**config.mk**
```make
export PLATFORM = sky130hd
export DESIGN_NAME = tx_desc_reader
export DESIGN_NICKNAME = d
export VERILOG_FILES = /design/src/rtl/tx_desc_pkg.sv /design/src/rtl/tx_desc_ctl.sv /design/src/rtl/tx_desc_dp.sv /design/src/rtl/tx_desc_reader.sv
export SDC_FILE = /design/constraint.sdc
export NUM_CORES = 1
export LEC_CHECK = 0
export BUFFER_PORTS_ARGS = -buffer_cell sky130_fd_sc_hd__buf_2
export CAP_MARGIN = 20
export CELL_PAD_IN_SITES_DETAIL_PLACEMENT = 1
export CELL_PAD_IN_SITES_GLOBAL_PLACEMENT = 2
export CORE_ASPECT_RATIO = 2
export CORE_MARGIN = 4
export CORE_UTILIZATION = 22
export DETAILED_ROUTE_END_ITERATION = 7
export GPL_TIMING_DRIVEN = 0
export HOLD_SLACK_MARGIN = 0.1
export PLACE_DENSITY_LB_ADDON = 0.1
export SLEW_MARGIN = 10
export SYNTH_ARGS = -nofsm -noshare
export SYNTH_HDL_FRONTEND = slang
export SYNTH_SLANG_ARGS = --single-unit
```
**constraint.sdc**
```tcl
create_clock -name clk -period 2.48 [get_ports clk]
set_clock_uncertainty 0.1 [all_clocks]
set_input_delay 0.496 -clock clk [delete_from_list [all_inputs] [get_ports clk]]
set_output_delay 0.496 -clock clk [all_outputs]
set_load 0.005 [all_outputs]
```
**src/rtl/tx_desc_pkg.sv**
```systemverilog
package tx_desc_pkg;
  localparam int USED_BIT  = 31;
  localparam int WRAP_BIT  = 30;
  localparam int EXH_BIT   = 27;
  localparam int LAST_BIT  = 15;
  localparam int LEN_W     = 11;
  localparam int START_BIT = 9;
  localparam int EN_BIT    = 3;
  localparam int DONE_BIT  = 5;

  typedef struct packed {
    logic loadBase;
    logic rdStat;
    logic captStat;
    logic markFirst;
    logic setExh;
    logic rdAddr;
    logic emit;
    logic writeBack;
    logic setDone;
  } ctlStrobes_t;
endpackage

```
**src/rtl/tx_desc_ctl.sv**
```systemverilog
module tx_desc_ctl
  import tx_desc_pkg::*;
(
  input  logic        clk,
  input  logic        rst_n,
  input  logic        startReq,
  input  logic        usedBit,
  input  logic        lastBit,
  input  logic        inFrame,
  input  logic        exhFlag,
  output ctlStrobes_t stb,
  output logic        busy
);
  typedef enum logic [2:0] {
    ST_IDLE, ST_STAT_RD, ST_STAT_CHK, ST_ADDR_RD, ST_EMIT, ST_WBACK
  } state_t;

  state_t state, stateNext;

  always_ff @(posedge clk) begin
    if (!rst_n) state <= ST_IDLE;
    else        state <= stateNext;
  end

  always_comb begin
    stb       = '0;
    stateNext = state;
    unique case (state)
      ST_IDLE: if (startReq) begin
        stb.loadBase = 1'b1;
        stateNext    = ST_STAT_RD;
      end
      ST_STAT_RD: begin
        stb.rdStat = 1'b1;
        stateNext  = ST_STAT_CHK;
      end
      ST_STAT_CHK: begin
        stb.captStat = 1'b1;
        if (usedBit && inFrame) begin
          stb.setExh = 1'b1;
          stateNext  = ST_WBACK;
        end else if (usedBit) begin
          stb.setDone = 1'b1;
          stateNext   = ST_IDLE;
        end else begin
          stb.markFirst = !inFrame;
          stateNext     = ST_ADDR_RD;
        end
      end
      ST_ADDR_RD: begin
        stb.rdAddr = 1'b1;
        stateNext  = ST_EMIT;
      end
      ST_EMIT: begin
        stb.emit  = 1'b1;
        stateNext = lastBit ? ST_WBACK : ST_STAT_RD;
      end
      ST_WBACK: begin
        stb.writeBack = 1'b1;
        stb.setDone   = exhFlag;
        stateNext     = exhFlag ? ST_IDLE : ST_STAT_RD;
      end
      default: stateNext = ST_IDLE;
    endcase
  end

  assign busy = (state != ST_IDLE);
endmodule

```
**src/rtl/tx_desc_dp.sv**
```systemverilog
module tx_desc_dp
  import tx_desc_pkg::*;
#(
  parameter int ADDR_W = 8
) (
  input  logic              clk,
  input  logic              rst_n,
  input  ctlStrobes_t       stb,
  input  logic [ADDR_W-1:0] queueBase,
  input  logic              doneClr,
  input  logic [31:0]       memRdData,
  output logic              memRdEn,
  output logic [ADDR_W-1:0] memRdAddr,
  output logic              memWrEn,
  output logic [ADDR_W-1:0] memWrAddr,
  output logic [31:0]       memWrData,
  output logic              bufValid,
  output logic [31:0]       bufAddr,
  output logic [LEN_W-1:0]  bufLen,
  output logic              bufLast,
  output logic              usedBit,
  output logic              lastBit,
  output logic              inFrame,
  output logic              exhFlag,
  output logic              doneBit
);
  localparam logic [ADDR_W-1:0] STAT_OFS = ADDR_W'(1);
  localparam logic [ADDR_W-1:0] DESC_STEP = ADDR_W'(2);

  logic [ADDR_W-1:0] baseReg, ptr, firstPtr;
  logic [31:0]       firstStat;
  logic [LEN_W-1:0]  curLen;
  logic              curLast, curWrap;

  always_ff @(posedge clk) begin
    if (!rst_n) begin
      baseReg   <= '0;
      ptr       <= '0;
      firstPtr  <= '0;
      firstStat <= '0;
      curLen    <= '0;
      curLast   <= 1'b0;
      curWrap   <= 1'b0;
      inFrame   <= 1'b0;
      exhFlag   <= 1'b0;
      doneBit   <= 1'b0;
    end else begin
      if (stb.loadBase) begin
        baseReg <= queueBase;
        ptr     <= queueBase;
        inFrame <= 1'b0;
        exhFlag <= 1'b0;
      end
      if (stb.captStat) begin
        curLen  <= memRdData[LEN_W-1:0];
        curLast <= memRdData[LAST_BIT];
        curWrap <= memRdData[WRAP_BIT];
      end
      if (stb.markFirst) begin
        firstPtr  <= ptr;
        firstStat <= memRdData;
      end
      if (stb.setExh) exhFlag <= 1'b1;
      if (stb.emit) begin
        ptr     <= curWrap ? baseReg : ptr + DESC_STEP;
        inFrame <= !curLast;
      end
      if (stb.writeBack) begin
        inFrame <= 1'b0;
        exhFlag <= 1'b0;
      end
      if (stb.setDone)    doneBit <= 1'b1;
      else if (doneClr)   doneBit <= 1'b0;
    end
  end

  assign memRdEn   = stb.rdStat | stb.rdAddr;
  assign memRdAddr = stb.rdStat ? ptr + STAT_OFS : ptr;

  assign memWrEn   = stb.writeBack;
  assign memWrAddr = firstPtr + STAT_OFS;
  always_comb begin
    memWrData           = firstStat;
    memWrData[USED_BIT] = 1'b1;
    if (exhFlag) memWrData[EXH_BIT] = 1'b1;
  end

  assign bufValid = stb.emit;
  assign bufAddr  = memRdData;
  assign bufLen   = curLen;
  assign bufLast  = curLast;

  assign usedBit = memRdData[USED_BIT];
  assign lastBit = curLast;
endmodule

```
**src/rtl/tx_desc_reader.sv**
```systemverilog
module tx_desc_reader
  import tx_desc_pkg::*;
#(
  parameter int ADDR_W = 8
) (
  input  logic              clk,
  input  logic              rst_n,
  input  logic              ctrlWrEn,
  input  logic [31:0]       ctrlWrData,
  input  logic              statWrEn,
  input  logic [31:0]       statWrData,
  input  logic [ADDR_W-1:0] queueBase,
  output logic [31:0]       txStat,
  output logic              busy,
  output logic              memRdEn,
  output logic [ADDR_W-1:0] memRdAddr,
  input  logic [31:0]       memRdData,
  output logic              memWrEn,
  output logic [ADDR_W-1:0] memWrAddr,
  output logic [31:0]       memWrData,
  output logic              bufValid,
  output logic [31:0]       bufAddr,
  output logic [10:0]       bufLen,
  output logic              bufLast
);
  ctlStrobes_t stb;
  logic startReq, doneClr, usedBit, lastBit, inFrame, exhFlag, doneBit;
  logic unusedWrBits;

  assign startReq = ctrlWrEn && ctrlWrData[START_BIT] && ctrlWrData[EN_BIT];
  assign doneClr  = statWrEn && statWrData[DONE_BIT];
  assign unusedWrBits = ^{ctrlWrData[31:10], ctrlWrData[8:4], ctrlWrData[2:0],
                          statWrData[31:6], statWrData[4:0]};

  tx_desc_ctl u_ctl (
    .clk(clk), .rst_n(rst_n), .startReq(startReq), .usedBit(usedBit),
    .lastBit(lastBit), .inFrame(inFrame), .exhFlag(exhFlag),
    .stb(stb), .busy(busy)
  );

  tx_desc_dp #(.ADDR_W(ADDR_W)) u_dp (
    .clk(clk), .rst_n(rst_n), .stb(stb), .queueBase(queueBase),
    .doneClr(doneClr), .memRdData(memRdData), .memRdEn(memRdEn),
    .memRdAddr(memRdAddr), .memWrEn(memWrEn), .memWrAddr(memWrAddr),
    .memWrData(memWrData), .bufValid(bufValid), .bufAddr(bufAddr),
    .bufLen(bufLen), .bufLast(bufLast), .usedBit(usedBit),
    .lastBit(lastBit), .inFrame(inFrame), .exhFlag(exhFlag),
    .doneBit(doneBit)
  );

  always_comb begin
    txStat           = '0;
    txStat[DONE_BIT] = doneBit;
  end
endmodule

```
# == Yosys cells after proc, flatten, opt, wreduce, memory -nomap -nowiden ==
# Cells that the tools add are included.
# op_classes
bitwise_logic,2
muxes,29
n_reduce_logical,12
eq_ne,6
n_addsub,3
# ops
op,n
2-to-1 mux 8 bit,4
2-to-1 mux 1 bit,18
one-hot mux 3 bit (6 select lines),1
"adder 8 x 1 -> 8 bit, second input constant",2
2-to-1 mux 3 bit,4
"adder 8 x 2 -> 8 bit, second input constant",1
"equality test 3 x 2 -> 1 bit, second input constant",2
"equality test 3 bit, second input constant",2
nonzero test 2 bit,3
logical AND 1 bit,4
"equality test 3 x 1 -> 1 bit, second input constant",1
zero test 3 bit,1
nonzero test 3 bit,1
zero test 1 bit,2
2-to-1 mux 2 bit,1
"!= test 2 bit, second input constant",1
one-hot mux 1 bit (2 select lines),1
OR reduction 2 bit,1
inverter 1 bit,1
OR 1 bit,1
# word_totals
wordCells,63
inputBits,108
output_inout_bits,128
register_bits,74

# == Depth between registers and ports, before layout ==
# depth
word_depth,6
depth_mapped,8
ltp_nobuf,5

# == By module ==
# From an unflattened synthesis, not the netlist that was laid out.
# hier_totals
hier_cells,451
area_unflattened_um2,4232.8
# by_module_without_submodules
module,area_per_inst_um2,cells_per_inst,seq_area_each_um2,instances
tx_desc_dp,3709.8,380,1421.4,1
tx_desc_ctl,266.5,36,60.1,1
tx_desc_reader,256.5,35,0.0,1

# == Least setup slack after synthesis ==
# Ideal clock, no wire load.
# synth_path
path_type,register to output
startpoint,register u_dp.ptr[2]
endpoint,output memRdAddr[7]
required_time_ps,1884
arrival_ps,1371
path_buffers,1
setup_slack_ps,513
path_stages_with_launch,7
path_cell_list,dfxtp_1 -> ha_1 -> and3_1 -> clkbuf_1 -> and3_1 -> nand3_1 -> xnor2_1
# synth_between
elab_chain_len,2
# synth_lines
element,line_no,source
"start, declared",tx_desc_dp.sv:30,"logic [ADDR_W-1:0] baseReg, ptr, firstPtr;"
"start signal, assigned",tx_desc_dp.sv:50,ptr <= queueBase;
"start signal, assigned",tx_desc_dp.sv:65,ptr <= curWrap ? baseReg : ptr + DESC_STEP;
adder 8 x 1 -> 8 bit,tx_desc_dp.sv:78,assign memRdAddr = stb.rdStat ? ptr + STAT_OFS : ptr;
2-to-1 mux 8 bit,tx_desc_dp.sv:78,
"end, declared",tx_desc_reader.sv:16,"output logic [ADDR_W-1:0] memRdAddr,"
# Every way passes these cells.

# == Worst setup path in the final report ==
# layout_path
startpoint,register u_ctl.state[2]
endpoint,output memRdAddr[6]
# layout_between
elab_chain_len,3
# layout_lines
element,line_no,source
"start, declared",tx_desc_ctl.sv:18,"state_t state, stateNext;"
"start signal, assigned",tx_desc_ctl.sv:22,else state <= stateNext;
equality test 3 x 1 -> 1 bit,tx_desc_ctl.sv:28,unique case (state)
2-to-1 mux 1 bit,tx_desc_ctl.sv:28,
2-to-1 mux 8 bit,tx_desc_dp.sv:78,
# Every way passes these cells.

==> run summary <==
The non-filler instance count after layout is 899. The number of global-route vias before repair is 3957. The proportion of synthesized flip-flops having asynchronous set or reset is 0. The proportion of synthesized chip area in sequential cells is 0.383. The most crowded layer after global routing is met2. The residual overflow from global routing came out at 0.

The synthesized area came out at 3870 sq um. The routed via count divided by cell count came out at 4.16. The data arrival at the endpoint of the critical path came out at 1.77 ns. The antenna violation net count after detailed routing came out at 0. The number of rows in the core area is 68.

The synthesized netlist cell count is 501. The violation count after the first detailed-routing iteration is 47. The count of flip-flops with a built-in enable after synthesis is 0.

The worst slack at placement is 0.0756 ns. The top cell types in the final layout, fill and taps aside, are sky130_fd_sc_hd__buf_2, sky130_fd_sc_hd__nand2_1, sky130_fd_sc_hd__buf_4. The detailed router placed 3742 vias in this run. The I/O pin count is 236. The clock insertion delay at the later pin of the skew report came out at 0.33 ns. The slew of the pin with the lowest slew margin is 0.640 ns. Of the post-synthesis cell area, the dominant cell type holds 0.383. For this run, global-route usage on met1 was measured as 0.130. For this run, the leading register cell type out of synthesis is sky130_fd_sc_hd__dfxtp_1.

The worst min-delay path category is input pin to flop. The overall global routing resource usage came out at 0.135. The top achievable clock speed came out at 423 MHz. The library cell used most frequently in the layout, excluding fill and tap cells, is sky130_fd_sc_hd__buf_2. The total area inside the core boundary comes to 17300 sq um. The number of antenna violations at the first check in global routing came out at 0. Entering global routing, the biggest net connects 14 pins. The data required time at the worst endpoint came out at 1.88 ns. The final wirelength came out at 13300 microns.

The average instance area after synthesis came out at 7.72 sq um. The worst register-to-register path has a depth of 7. The number of sinks handled by clock tree synthesis came out at 74. The number of failing hold endpoints at the final stage came out at 0.

The number of cells on the worst hold path came out at 3. The critical path start-end classification is flop to output port. The leakage dissipation is 0.00257 uW. The global-route track usage on met3 came out at 0.0240. The worst-case headroom to the max-slew limit is 0.573. The flow ran to the end, and the final reports show no timing, DRC or antenna violations. Power spread over the standard cell area amounts to 595 nW/um^2. The total of flip-flops plus latches after synthesis came out at 74. The horizontal die dimension came out at 102 microns.

After detailed routing, the number of remaining DRC violations is 0. The number of iterations in the first detailed-routing pass is 4. In this run the vertical extent of the chip is 196 microns.

TritonCTS built the clock tree. Setup violations remaining at the end of the flow were counted as 0. The number of I/O port buffers came out at 142. The number of placed instances with taps included is 883. The maximum fanout count along the critical path is 10.

The Yosys warning count came out at 0. The final core utilization is 0.310. The final weighted congestion in routability-driven placement came out at 0.757. TritonCTS created 9 clock buffers. The number of different library cells used by synthesis comes to 40.

The area of the die is 19900 sq um. The worst setup path is captured at an output port. The number of hold-repair buffers added at the cts stage is 0. The wire length of the first global-routing pass came out at 20600 microns. The final count of pins violating max slew came out at 0.

Clock-pin slew was measured on the worst setup and hold paths at 0.06 ns. Setup repair after global routing could not meet its margin everywhere. In the final design database the tool counted 795 nets.

The cell taking the most area after synthesis is sky130_fd_sc_hd__dfxtp_1. Subtracting the final worst setup slack from the clock period gives 2.36 ns. After synthesis, the cell types taking the most area are sky130_fd_sc_hd__dfxtp_1, sky130_fd_sc_hd__buf_4, sky130_fd_sc_hd__nand2_1, sky130_fd_sc_hd__a21oi_1, sky130_fd_sc_hd__xnor2_1. The root buffer cell chosen for the clock tree is sky130_fd_sc_hd__clkbuf_16. The total power came out at 3190 uW. The setup TNS is 0 ns.

In this run the register-to-register setup slack is 0.41 ns. The routed wire length per instance came out at 14.8 microns. The number of violations of the max-capacitance limit came out at 0. The initial standard-cell utilization of the core is 0.224. Counting along the longest clock path gives a buffer depth of 2.

VDD sags by at most 256 uV. The global-route track usage on met2 came out at 0.276. The worst setup margin came out at 0.116 ns.

Of the available clock period, the critical path in the final layout requires 0.953. The HPWL reported at the end of detailed placement came out at 11000 microns. The number of antenna diodes in the final layout is 0. The fraction of layout cells with a size suffix above 1 is 0.406.

The growth of design area from synthesis to finish came out at 38.6%. The number of levels the H-tree was split into is 3. The worst setup path is launched from a flop.
==> synth_stat cells (7+ instances only) <==
cell / n
sky130_fd_sc_hd__nand3_1: 11
sky130_fd_sc_hd__dfxtp_1: 74
sky130_fd_sc_hd__inv_1: 9
sky130_fd_sc_hd__nor2_1: 9
sky130_fd_sc_hd__xnor2_1: 10
sky130_fd_sc_hd__buf_4: 97
sky130_fd_sc_hd__a21oi_1: 65
sky130_fd_sc_hd__clkbuf_1: 20
sky130_fd_sc_hd__o21ai_0: 10
sky130_fd_sc_hd__nand2_1: 130
sky130_fd_sc_hd__a31oi_1: 7
==> report_power, final <==
| group | leakage (uW) | internal (uW) | switching, uW | total, uW |
|---|---|---|---|---|
| Sequential | 0.000600 | 1220 | 25.8 | 1250 |
| Clock | 0.000163 | 987 | 515 | 1500 |
| Combinational | 0.00181 | 217 | 220 | 437 |
| Total | 0.00257 | 2430 | 761 | 3190 |
==> state kept, by name, indices dropped and copies added (netlist names) <==
register / cells
u_dp.ptr: 8
u_dp.inFrame: 1
u_dp.exhFlag: 1
u_dp.curWrap: 1
u_dp.bufLast: 1
u_ctl.state: 3
u_dp.firstPtr: 8
u_dp.firstStat: 31
u_dp.bufLen: 11
u_dp.baseReg: 8
u_dp.doneBit: 1
==> timing repair <==
action,in CTS,in global routing
pin swaps,1,1
resized for setup,4,10
endpoints found under the setup margin,8,10
buffers inserted,2,0
==> path summary, 6_finish.rpt <==
kind	start	to
max	u_ctl.state[2]	memRdAddr[6]
min	memRdData[18]	u_dp.firstStat[18]
max reg2reg	u_ctl.state[1]	u_dp.firstStat[9]
min reg2reg	u_dp.bufLen[3]	u_dp.bufLen[3]
==> through the flow <==
| step | hold slack (ns) | instance area [sq um] |
|---|---|---|
| floorplan | 0.331 | 3980 |
| global placement | 0.341 | 4950 |
| detailed placement | 0.348 | 4950 |
| CTS | 0.297 | 5330 |
| global route | 0.313 | 5360 |
| finish | 0.310 | 5360 |
==> worst max-delay path, stage by stage (launching register included) <==
cell	delay [ns]
sky130_fd_sc_hd__dfxtp_1	0.35
sky130_fd_sc_hd__buf_2	0.20
sky130_fd_sc_hd__nor3b_4	0.24
sky130_fd_sc_hd__buf_12	0.15
sky130_fd_sc_hd__nand2_1	0.08
sky130_fd_sc_hd__nor2_1	0.12
sky130_fd_sc_hd__xor2_1	0.16
sky130_fd_sc_hd__buf_2	0.13
==> logic make-up after synthesis <==
logic type	share of synthesized area
AO/OA/AOI/OAI	0.127
multiplexers	0.0139
AND/OR/NAND/NOR	0.197
adder cells (fa/ha/maj)	0.00971
other	0.00194
XOR/XNOR	0.0362
flip-flops	0.383
buffers and inverters	0.230
==> metal layers <==
metal	wire [microns]	vias to the layer above
li1	-	1878
met1	4620	1743
met2	7840	109
met3	682	12
met4	203	0
met5	0	-
==> cell type report <==
cell class              count  area, sq um
multi-input cells         324         1640
well taps                 210          263
flip-flops and latches     74         1490
clock inverters             6          115
plain buffers             122          851
fillers                  2149        11900
clock buffers              10          229
repair buffers            144          738
inverters                   9         33.8
No activity file was read; power rests on OpenSTA's default activity.
